==> config.mk <==
export PLATFORM = sky130hd
export DESIGN_NAME = ecf_serial_framer
export DESIGN_NICKNAME = d
export VERILOG_FILES = /design/src/rtl/ecf_pkg.sv /design/src/rtl/ecf_word_capture.sv /design/src/rtl/ecf_startup.sv /design/src/rtl/ecf_sync_ctl.sv /design/src/rtl/ecf_frame_shift.sv /design/src/rtl/ecf_serial_framer.sv
export SDC_FILE = /design/constraint.sdc
export NUM_CORES = 1
export LEC_CHECK = 0
export BUFFER_PORTS_ARGS = -buffer_cell sky130_fd_sc_hd__buf_4
export CORE_ASPECT_RATIO = 1.2
export CORE_MARGIN = 3
export CORE_UTILIZATION = 57
export DETAILED_ROUTE_END_ITERATION = 6
export PLACE_DENSITY = 0.76
export SLEW_MARGIN = 20
export SYNTH_ARGS = -nofsm -noshare
export SYNTH_HDL_FRONTEND = slang
export SYNTH_SLANG_ARGS = --single-unit
==> constraint.sdc <==
create_clock -name clk -period 5.3 [get_ports clk]
set_input_delay 0.265 -clock clk [delete_from_list [all_inputs] [get_ports clk]]
set_output_delay 0.265 -clock clk [all_outputs]
set_load 0.02 [all_outputs]
==> src/rtl/ecf_pkg.sv <==
package ecf_pkg;
   typedef enum logic [1:0] {
      FK_IDLE = 2'd0,
      FK_DATA = 2'd1,
      FK_SYNC = 2'd2
   } frame_kind_e;
endpackage

==> src/rtl/ecf_word_capture.sv <==
module ecf_word_capture #(
   parameter int DATA_W = 10
) (
   input  logic              clk,
   input  logic              rst_n,
   input  logic              word_clk,
   input  logic              edge_rise,
   input  logic [DATA_W-1:0] din,
   output logic [DATA_W-1:0] cap_word,
   output logic              word_edge
);
   logic wclk_q;
   logic rise_seen;
   logic fall_seen;

   assign rise_seen = word_clk & ~wclk_q;
   assign fall_seen = ~word_clk & wclk_q;
   assign word_edge = edge_rise ? rise_seen : fall_seen;

   always_ff @(posedge clk or negedge rst_n) begin
      if (!rst_n) begin
         wclk_q   <= 1'b0;
         cap_word <= '0;
      end else begin
         wclk_q <= word_clk;
         if (word_edge) begin
            cap_word <= din;
         end
      end
   end
endmodule

==> src/rtl/ecf_startup.sv <==
module ecf_startup #(
   parameter int STARTUP_WORDS = 510
) (
   input  logic clk,
   input  logic rst_n,
   input  logic pwr_on,
   input  logic word_edge,
   output logic ready
);
   generate
      if (STARTUP_WORDS == 0) begin : g_none
         assign ready = pwr_on;
      end else begin : g_count
         localparam int CW = $clog2(STARTUP_WORDS + 1);
         localparam logic [CW-1:0] LIMIT = CW'(STARTUP_WORDS);
         logic [CW-1:0] cnt;

         always_ff @(posedge clk or negedge rst_n) begin
            if (!rst_n) begin
               cnt <= '0;
            end else if (!pwr_on) begin
               cnt <= '0;
            end else if (word_edge && (cnt != LIMIT)) begin
               cnt <= cnt + 1'b1;
            end
         end

         assign ready = pwr_on && (cnt == LIMIT);
      end
   endgenerate
endmodule

==> src/rtl/ecf_sync_ctl.sv <==
module ecf_sync_ctl #(
   parameter int SYNC_MIN    = 1024,
   parameter int SYNC_STAGES = 2
) (
   input  logic clk,
   input  logic rst_n,
   input  logic pwr_on,
   input  logic req_a,
   input  logic req_b,
   input  logic link_ready,
   input  logic frame_load,
   output logic sync_sel
);
   localparam int RW = $clog2(SYNC_MIN + 1);
   localparam logic [RW-1:0] FIRST_LEFT = RW'(SYNC_MIN - 1);

   logic [SYNC_STAGES-1:0] chain;
   logic                   req_s;
   logic [RW-1:0]          remain;
   logic                   in_burst;

   always_ff @(posedge clk or negedge rst_n) begin
      if (!rst_n) begin
         chain <= '0;
      end else begin
         chain <= {chain[SYNC_STAGES-2:0], req_a | req_b};
      end
   end

   assign req_s    = chain[SYNC_STAGES-1];
   assign sync_sel = link_ready && (req_s || (remain != '0));

   always_ff @(posedge clk or negedge rst_n) begin
      if (!rst_n) begin
         remain   <= '0;
         in_burst <= 1'b0;
      end else if (!pwr_on) begin
         remain   <= '0;
         in_burst <= 1'b0;
      end else if (frame_load) begin
         if (sync_sel) begin
            in_burst <= 1'b1;
            if (!in_burst) begin
               remain <= FIRST_LEFT;
            end else if (remain != '0) begin
               remain <= remain - 1'b1;
            end
         end else begin
            in_burst <= 1'b0;
         end
      end
   end
endmodule

==> src/rtl/ecf_frame_shift.sv <==
module ecf_frame_shift
   import ecf_pkg::*;
#(
   parameter int DATA_W = 10
) (
   input  logic              clk,
   input  logic              rst_n,
   input  logic              pwr_on,
   input  logic              bit_en,
   input  frame_kind_e       kind,
   input  logic [DATA_W-1:0] data,
   output logic              frame_load,
   output logic              bit_out
);
   localparam int FRAME_W = DATA_W + 2;
   localparam int HALF    = FRAME_W / 2;
   localparam int BW      = $clog2(FRAME_W);
   localparam logic [BW-1:0]      LAST     = BW'(FRAME_W - 1);
   localparam logic [FRAME_W-1:0] SYNC_PAT = {{HALF{1'b0}}, {HALF{1'b1}}};

   logic [BW-1:0]      bit_cnt;
   logic [FRAME_W-1:0] sh;

   assign frame_load = pwr_on && bit_en && (bit_cnt == LAST);
   assign bit_out    = sh[0];

   always_ff @(posedge clk or negedge rst_n) begin
      if (!rst_n) begin
         bit_cnt <= LAST;
         sh      <= '0;
      end else if (!pwr_on) begin
         bit_cnt <= LAST;
         sh      <= '0;
      end else if (frame_load) begin
         bit_cnt <= '0;
         unique case (kind)
            FK_DATA: sh <= {1'b0, data, 1'b1};
            FK_SYNC: sh <= SYNC_PAT;
            default: sh <= '0;
         endcase
      end else if (bit_en) begin
         bit_cnt <= bit_cnt + 1'b1;
         sh      <= {1'b0, sh[FRAME_W-1:1]};
      end
   end
endmodule

==> src/rtl/ecf_serial_framer.sv <==
module ecf_serial_framer
   import ecf_pkg::*;
#(
   parameter int DATA_W        = 10,
   parameter int STARTUP_WORDS = 510,
   parameter int SYNC_MIN      = 1024,
   parameter int SYNC_STAGES   = 2
) (
   input  logic              clk,
   input  logic              rst_n,
   input  logic              pwr_on,
   input  logic              enable,
   input  logic              bit_en,
   input  logic              word_clk,
   input  logic              edge_rise,
   input  logic [DATA_W-1:0] din,
   input  logic              sync_a,
   input  logic              sync_b,
   output logic              ser_out,
   output logic              ser_oe
);
   generate
      if (DATA_W < 2 || (DATA_W % 2) != 0) begin : g_bad_width
         $error("DATA_W must be even and at least 2");
      end
      if (SYNC_STAGES < 2) begin : g_bad_stages
         $error("SYNC_STAGES must be at least 2");
      end
      if (SYNC_MIN < 1) begin : g_bad_min
         $error("SYNC_MIN must be at least 1");
      end
      if (STARTUP_WORDS < 0) begin : g_bad_start
         $error("STARTUP_WORDS must not be negative");
      end
   endgenerate

   logic [DATA_W-1:0] cap_word;
   logic              word_edge;
   logic              startup_ready;
   logic              sync_sel;
   logic              frame_load;
   logic              bit_out;
   logic              link_up;
   frame_kind_e       kind;

   ecf_word_capture #(.DATA_W(DATA_W)) u_cap (
      .clk       (clk),
      .rst_n     (rst_n),
      .word_clk  (word_clk),
      .edge_rise (edge_rise),
      .din       (din),
      .cap_word  (cap_word),
      .word_edge (word_edge)
   );

   ecf_startup #(.STARTUP_WORDS(STARTUP_WORDS)) u_start (
      .clk       (clk),
      .rst_n     (rst_n),
      .pwr_on    (pwr_on),
      .word_edge (word_edge),
      .ready     (startup_ready)
   );

   ecf_sync_ctl #(.SYNC_MIN(SYNC_MIN), .SYNC_STAGES(SYNC_STAGES)) u_sync (
      .clk        (clk),
      .rst_n      (rst_n),
      .pwr_on     (pwr_on),
      .req_a      (sync_a),
      .req_b      (sync_b),
      .link_ready (startup_ready),
      .frame_load (frame_load),
      .sync_sel   (sync_sel)
   );

   always_comb begin
      if (!startup_ready) begin
         kind = FK_IDLE;
      end else if (sync_sel) begin
         kind = FK_SYNC;
      end else begin
         kind = FK_DATA;
      end
   end

   ecf_frame_shift #(.DATA_W(DATA_W)) u_shift (
      .clk        (clk),
      .rst_n      (rst_n),
      .pwr_on     (pwr_on),
      .bit_en     (bit_en),
      .kind       (kind),
      .data       (cap_word),
      .frame_load (frame_load),
      .bit_out    (bit_out)
   );

   always_ff @(posedge clk or negedge rst_n) begin
      if (!rst_n) begin
         link_up <= 1'b0;
      end else if (!pwr_on) begin
         link_up <= 1'b0;
      end else if (frame_load) begin
         link_up <= startup_ready;
      end
   end

   assign ser_oe  = enable && pwr_on && link_up;
   assign ser_out = bit_out && ser_oe;
endmodule

### Word level (Yosys, flattened, before mapping)

Index checks and enable logic that the tools add are counted.

* equal/unequal tests: 10
* mux-type cells: 22
* bitwise operators: 5
* add/subtract/negate cells: 3
* reductions and logical operators: 11

Operator list (count)
* $mux W11: 5
* $mux W12: 3
* $pmux W11 S2: 1
* $mux W9: 2
* $mux W4: 3
* $reduce_bool A11 Y1: 1
* $sub A11 B1 Y11 const B: 1
* $add A9 B1 Y9 const B: 1
* $eq A9 B9 Y1 const B: 1
* $ne A9 B9 Y1 const B: 1
* $logic_and A1 B1 Y1: 8
* $mux W1: 6
* $ne A2 B1 Y1 const B: 3
* $add A4 B1 Y4 const B: 1
* $eq A4 B4 Y1 const B: 1
* $mux W2: 2
* $ne A3 B1 Y1 const B: 1
* $ne A3 B3 Y1 const B: 1
* $reduce_and A3 Y1: 1
* $and A1 B1 Y1: 2
* $eq A2 B1 Y1 const B: 1
* $eq A2 B2 Y1 const B: 1
* $not A1 Y1: 2
* $logic_or A1 B1 Y1: 1
* $or A1 B1 Y1: 1

* output and inout bits: 2
* bits in registers: 51
* input bits: 19

### Longest topological paths before layout

* word-level depth: 9
* mapped depth: 7
* depth with buffers taken out: 6

### Hierarchy

Synthesis repeated with hierarchy kept, for this count alone.

* cell total of the unflattened synthesis: 327
* area total of the unflattened synthesis: 3078.0 um^2

Modules (own cells, without submodules)
* ecf_sync_ctl: area an instance 840.8 um^2, cells each 87, times used 1, sequential area each 350.3 um^2
* ecf_frame_shift: area an instance 808.3 um^2, cells each 83, times used 1, sequential area each 379.1 um^2
* ecf_word_capture: area an instance 804.5 um^2, cells each 94, times used 1, sequential area each 275.3 um^2
* ecf_startup: area an instance 553.0 um^2, cells each 56, times used 1, sequential area each 225.2 um^2
* ecf_serial_framer: area an instance 71.3 um^2, cells each 7, times used 1, sequential area each 25.0 um^2

### Least setup slack after synthesis

No wires, ideal clock.

* kind: register to register
* start point: register u_shift.bit_cnt[0]
* end point: register u_sync.remain[3]
* clock period less this slack: 1.961 ns
* setup time: 0.118 ns
* slack: 3.339 ns
* data required time: 5.182 ns
* cell stages (with the launch flop): 7
* buffers on the path: 1
* arrival time: 1.842 ns
* path through: dfstp_2 > ha_1 > nand4b_4 > nor4_4 > buf_2 > a31oi_1 > a21o_1

* cells in the longest elaborated chain, start to end: 4

Ends and longest elaborated chain
* start, declared: line ecf_frame_shift.sv:21 `logic [BW-1:0] bit_cnt;`
* start signal, assigned: line ecf_frame_shift.sv:42 `bit_cnt <= bit_cnt + 1'b1;`
* $eq A4 B4 Y1: line ecf_frame_shift.sv:24 `assign frame_load = pwr_on && bit_en && (bit_cnt == LAST);`
* $logic_and A1 B1 Y1: line ecf_frame_shift.sv:24
* $ne A2 B1 Y1 (no line)
* $reduce_and A3 Y1 (no line)
* end signal, assigned: line ecf_sync_ctl.sv:46 `remain <= remain - 1'b1;`
* end, declared: line ecf_sync_ctl.sv:19 `logic [RW-1:0] remain;`

No other way between the ends.
A chain may end at the register's enable or synchronous reset.

### Worst setup path in the final report

* start point: register u_shift.bit_cnt[0]
* end point: register u_sync.remain[7]

Same word-level chain as after synthesis.

==> results.json <==
{
  "setup_viol": 0,
  "floorplan.die.width_um": 67.49,
  "critPathMaxFanout": 14,
  "placeableCoreArea_um2": 4327,
  "number_of_warnings_printed_during_yosys_synthesis": 0,
  "critical_path.startpoint_type": "register",
  "synthesis.nets": 295,
  "post-synth-top-count-cell": "sky130_fd_sc_hd__dfrtp_1",
  "worst-slew-pin-transition_ps": 922.1,
  "tritoncts_num_sinks": 50,
  "setup_repair_after_global_routing_missed_its_margin": "no",
  "io_buffers": 20,
  "pin_count_of_the_biggest_net_entering_global_routing": 51,
  "grtUsageTotal_pct": 22.75,
  "maxSlewViolCount": 0,
  "final_antenna_net_count": 0,
  "grt_remaining_overflow": 0,
  "seqCellArea_um2": 1255,
  "placed_cell_areas_um2": 2724,
  "timing.final.hold_violations": 0,
  "cts.root.buffer_cell": "sky130_fd_sc_hd__clkbuf_8",
  "worstSetupEndpoint": "u_sync.remain[7]$_DFFE_PN0P_",
  "clkLatencyLatePin_ps": 310,
  "synth_seq_cells": 50,
  "leakage_nw": 1.244,
  "worst_r2r_path_depth": 6,
  "nFillCells": 352,
  "detailed_routing_iteration_count_for_the_pre_antenna_repair_pass": 5,
  "max-vdd-ir-drop_uv": 190.2,
  "htree_num_levels": 2,
  "synth_area_um2": 2586,
  "core.rowCount": 26,
  "total_die_area_um2": 5385,
  "die_height_um": 79.79,
  "yosysSeqAreaShare_pct": 48.52,
  "vias_per_cell": 6.189,
  "initial_core_utilization_pct": 59.77,
  "synth_largest_area_cell": "sky130_fd_sc_hd__dfrtp_1",
  "routed-wl-met3_um": 182,
  "holdCritPathClass": "primary input to register",
  "worst-endpoint-arrival_ps": 2760,
  "metal2_wl_um": 2700,
  "wl_met1_um": 2352,
  "globalplace.congestion": 0.8070,
  "regToRegSetupSlack_ps": 2690,
  "post_synth_main_area_contributors": "sky130_fd_sc_hd__dfrtp_1 45%, sky130_fd_sc_hd__nand2_1 6.4%, sky130_fd_sc_hd__o21ai_0 4.1%",
  "synthesis.instances": 271,
  "grt_pass1_wl_um": 9397,
  "multi_input_comb_area_um2": 1210,
  "async_reset_ff_share_pct": 100.0,
  "rr_endpoint": "u_sync.remain[7]$_DFFE_PN0P_",
  "synth_top_cells_by_count": "47 x sky130_fd_sc_hd__dfrtp_1, 44 x sky130_fd_sc_hd__nand2_1, 21 x sky130_fd_sc_hd__o21ai_0",
  "syn_avg_cell_area_um2": 9.543,
  "cts.reportedPaths.clkPinSlew_ps": 80,
  "max_freq_ghz": 0.3833,
  "detailroute.via_count": 2098,
  "power.total_w": 0.0007698,
  "area_growth_pct": 10.30,
  "post-dp-hpwl_um": 3553,
  "grt_pass1_vias": 2063,
  "status": "complete, no violations",
  "final_net_count": 306,
  "yosys_most_used_dff": "sky130_fd_sc_hd__dfrtp_1",
  "period_share_pct": 49.22,
  "yosys.cell_types.count": 49,
  "cap_violations": 0,
  "setup_tns_ps": 0,
  "cts_inserted_buffers": 5,
  "post_cts_resized": 0,
  "num_io_pins": 21,
  "fin_area_um2": 2853,
  "drive_above_1_share_pct": 15.19,
  "highest_layer": "met4",
  "finalClockSkew_ps": 8.735,
  "critPathRequiredTime_ps": 5450,
  "detail_route.iter0.violations": 213,
  "startpoint": "u_shift.bit_cnt[0]$_DFFE_PN1P_",
  "timing.critical_path.to_type": "register",
  "timing.rr.start": "u_shift.bit_cnt[0]$_DFFE_PN1P_",
  "tritoncts": "yes",
  "post_drt_wl_per_cell_um": 15.68,
  "power_per_cell_area_nw_per_um2": 269.9,
  "detail_route.wirelength_um": 5316,
  "crit_type": "register to register",
  "grt_antenna_before_repair": 0,
  "num_antenna_cells": 0,
  "relSlewSlack_pct": 38.46,
  "synth_enable_flop_cells": 0,
  "final.min_clock_period_ps": 2609,
  "cts_max_path_buffers": 2,
  "remaining_drc_errors": 0,
  "yosys.area.top_type_share_pct": 45.48
}
-- cells by family (layout without fill, tap and decap cells) --
kind of cell | after synthesis | count (layout) | synth area share, %
buffers and inverters | 27 | 39 | 4.789
AO/OA/AOI/OAI | 90 | 90 | 23.17
multiplexers | 1 | 1 | 0.3870
adder cells (fa/ha/maj) | 5 | 5 | 2.419
flip-flops | 50 | 50 | 48.52
AND/OR/NAND/NOR | 98 | 98 | 20.71
-- final cells by class --
cell class | instances | area share [%]
clock buffer | 7 | 3.026
timing repair buffer | 22 | 5.877
inverter | 9 | 1.184
multi-input combinational | 194 | 42.41
tap | 56 | 2.456
clock inverter | 1 | 1.053
sequential | 50 | 43.99
-- critical path, cell delays in order, from the launching register on --
cell and delay, ps:
sky130_fd_sc_hd__dfstp_2 550, sky130_fd_sc_hd__ha_1 240, sky130_fd_sc_hd__nand4b_4 170, sky130_fd_sc_hd__nor4_4 670
sky130_fd_sc_hd__buf_4 320, sky130_fd_sc_hd__and3_1 360, sky130_fd_sc_hd__a311oi_1 150
-- metrics by stage --
step,setup slack (ps),hold WS (ps),util (%),cells
floorplan,3339,-30.59,-,271
global placement,2815,320.6,62.96,330
detailed placement,2708,321.7,62.96,330
CTS,2697,77.18,65.88,339
global route,2567,81.82,65.93,339
finish,2691,82.44,65.93,339
-- worst min path at each step --
stage / slack, ps / cells after the start / start / to
after floorplan: -30 / 0 / rst_n / link_up$_DFFE_PN0P_
after global placement: 320 / 1 / rst_n / u_sync.remain[7]$_DFFE_PN0P_
after detailed placement: 320 / 1 / rst_n / u_sync.remain[8]$_DFFE_PN0P_
after CTS: 80 / 1 / word_clk / u_cap.wclk_q$_DFF_PN0_
after global routing: 80 / 1 / word_clk / u_cap.wclk_q$_DFF_PN0_
final: 80 / 1 / word_clk / u_cap.wclk_q$_DFF_PN0_
-- layer usage --
metal,up-vias,track usage (%)
met2,42,37.39
li1,1028,-
met3,5,4.366
met1,1023,29.57
met5,-,0
met4,0,7.708
-- registers in the layout, indices dropped and copies added, names as in the netlist --
register / flops
u_shift.bit_cnt: 4
link_up: 1
u_start.g_count.cnt: 9
u_cap.cap_word: 10
u_sync.chain: 2
u_shift.sh: 11
u_cap.wclk_q: 1
u_sync.in_burst: 1
u_sync.remain: 11
-- where the power goes --
group          switching, W   total, W  internal [W]
logic             0.0000445  0.0000734     0.0000289
registers         0.0000152   0.000420      0.000404
clock network      0.000123   0.000277      0.000154
-- what timing repair did --
item                      CTS  global route
hold endpoints to repair   47             0
hold buffers                1             0
setup buffers               0             0
-- placed cells by master (no fill, tap or decap), types with 2 or more instances in the layout --
master,synthesis,final
sky130_fd_sc_hd__a311oi_1,6,6
sky130_fd_sc_hd__a22oi_1,6,6
sky130_fd_sc_hd__inv_1,9,9
sky130_fd_sc_hd__a21oi_1,20,20
sky130_fd_sc_hd__nand2b_1,2,2
sky130_fd_sc_hd__a32oi_1,4,4
sky130_fd_sc_hd__nor2_1,9,8
sky130_fd_sc_hd__nand2_1,44,44
sky130_fd_sc_hd__clkbuf_8,0,6
sky130_fd_sc_hd__nor3_1,5,5
sky130_fd_sc_hd__dfrtp_1,47,47
sky130_fd_sc_hd__nand3_1,6,6
sky130_fd_sc_hd__and2_1,2,2
sky130_fd_sc_hd__a21o_1,2,2
sky130_fd_sc_hd__dfstp_2,3,3
sky130_fd_sc_hd__nor3b_1,2,2
sky130_fd_sc_hd__o31ai_1,7,7
sky130_fd_sc_hd__nor4_1,2,2
sky130_fd_sc_hd__and3_1,2,2
sky130_fd_sc_hd__or2_2,2,2
sky130_fd_sc_hd__buf_4,0,21
sky130_fd_sc_hd__or3_1,4,4
sky130_fd_sc_hd__or4_1,6,6
sky130_fd_sc_hd__a31oi_1,14,14
sky130_fd_sc_hd__ha_1,5,5
sky130_fd_sc_hd__o21ai_0,21,21
sky130_fd_sc_hd__nand4_1,3,3
Power figures use the tool's default switching activity.
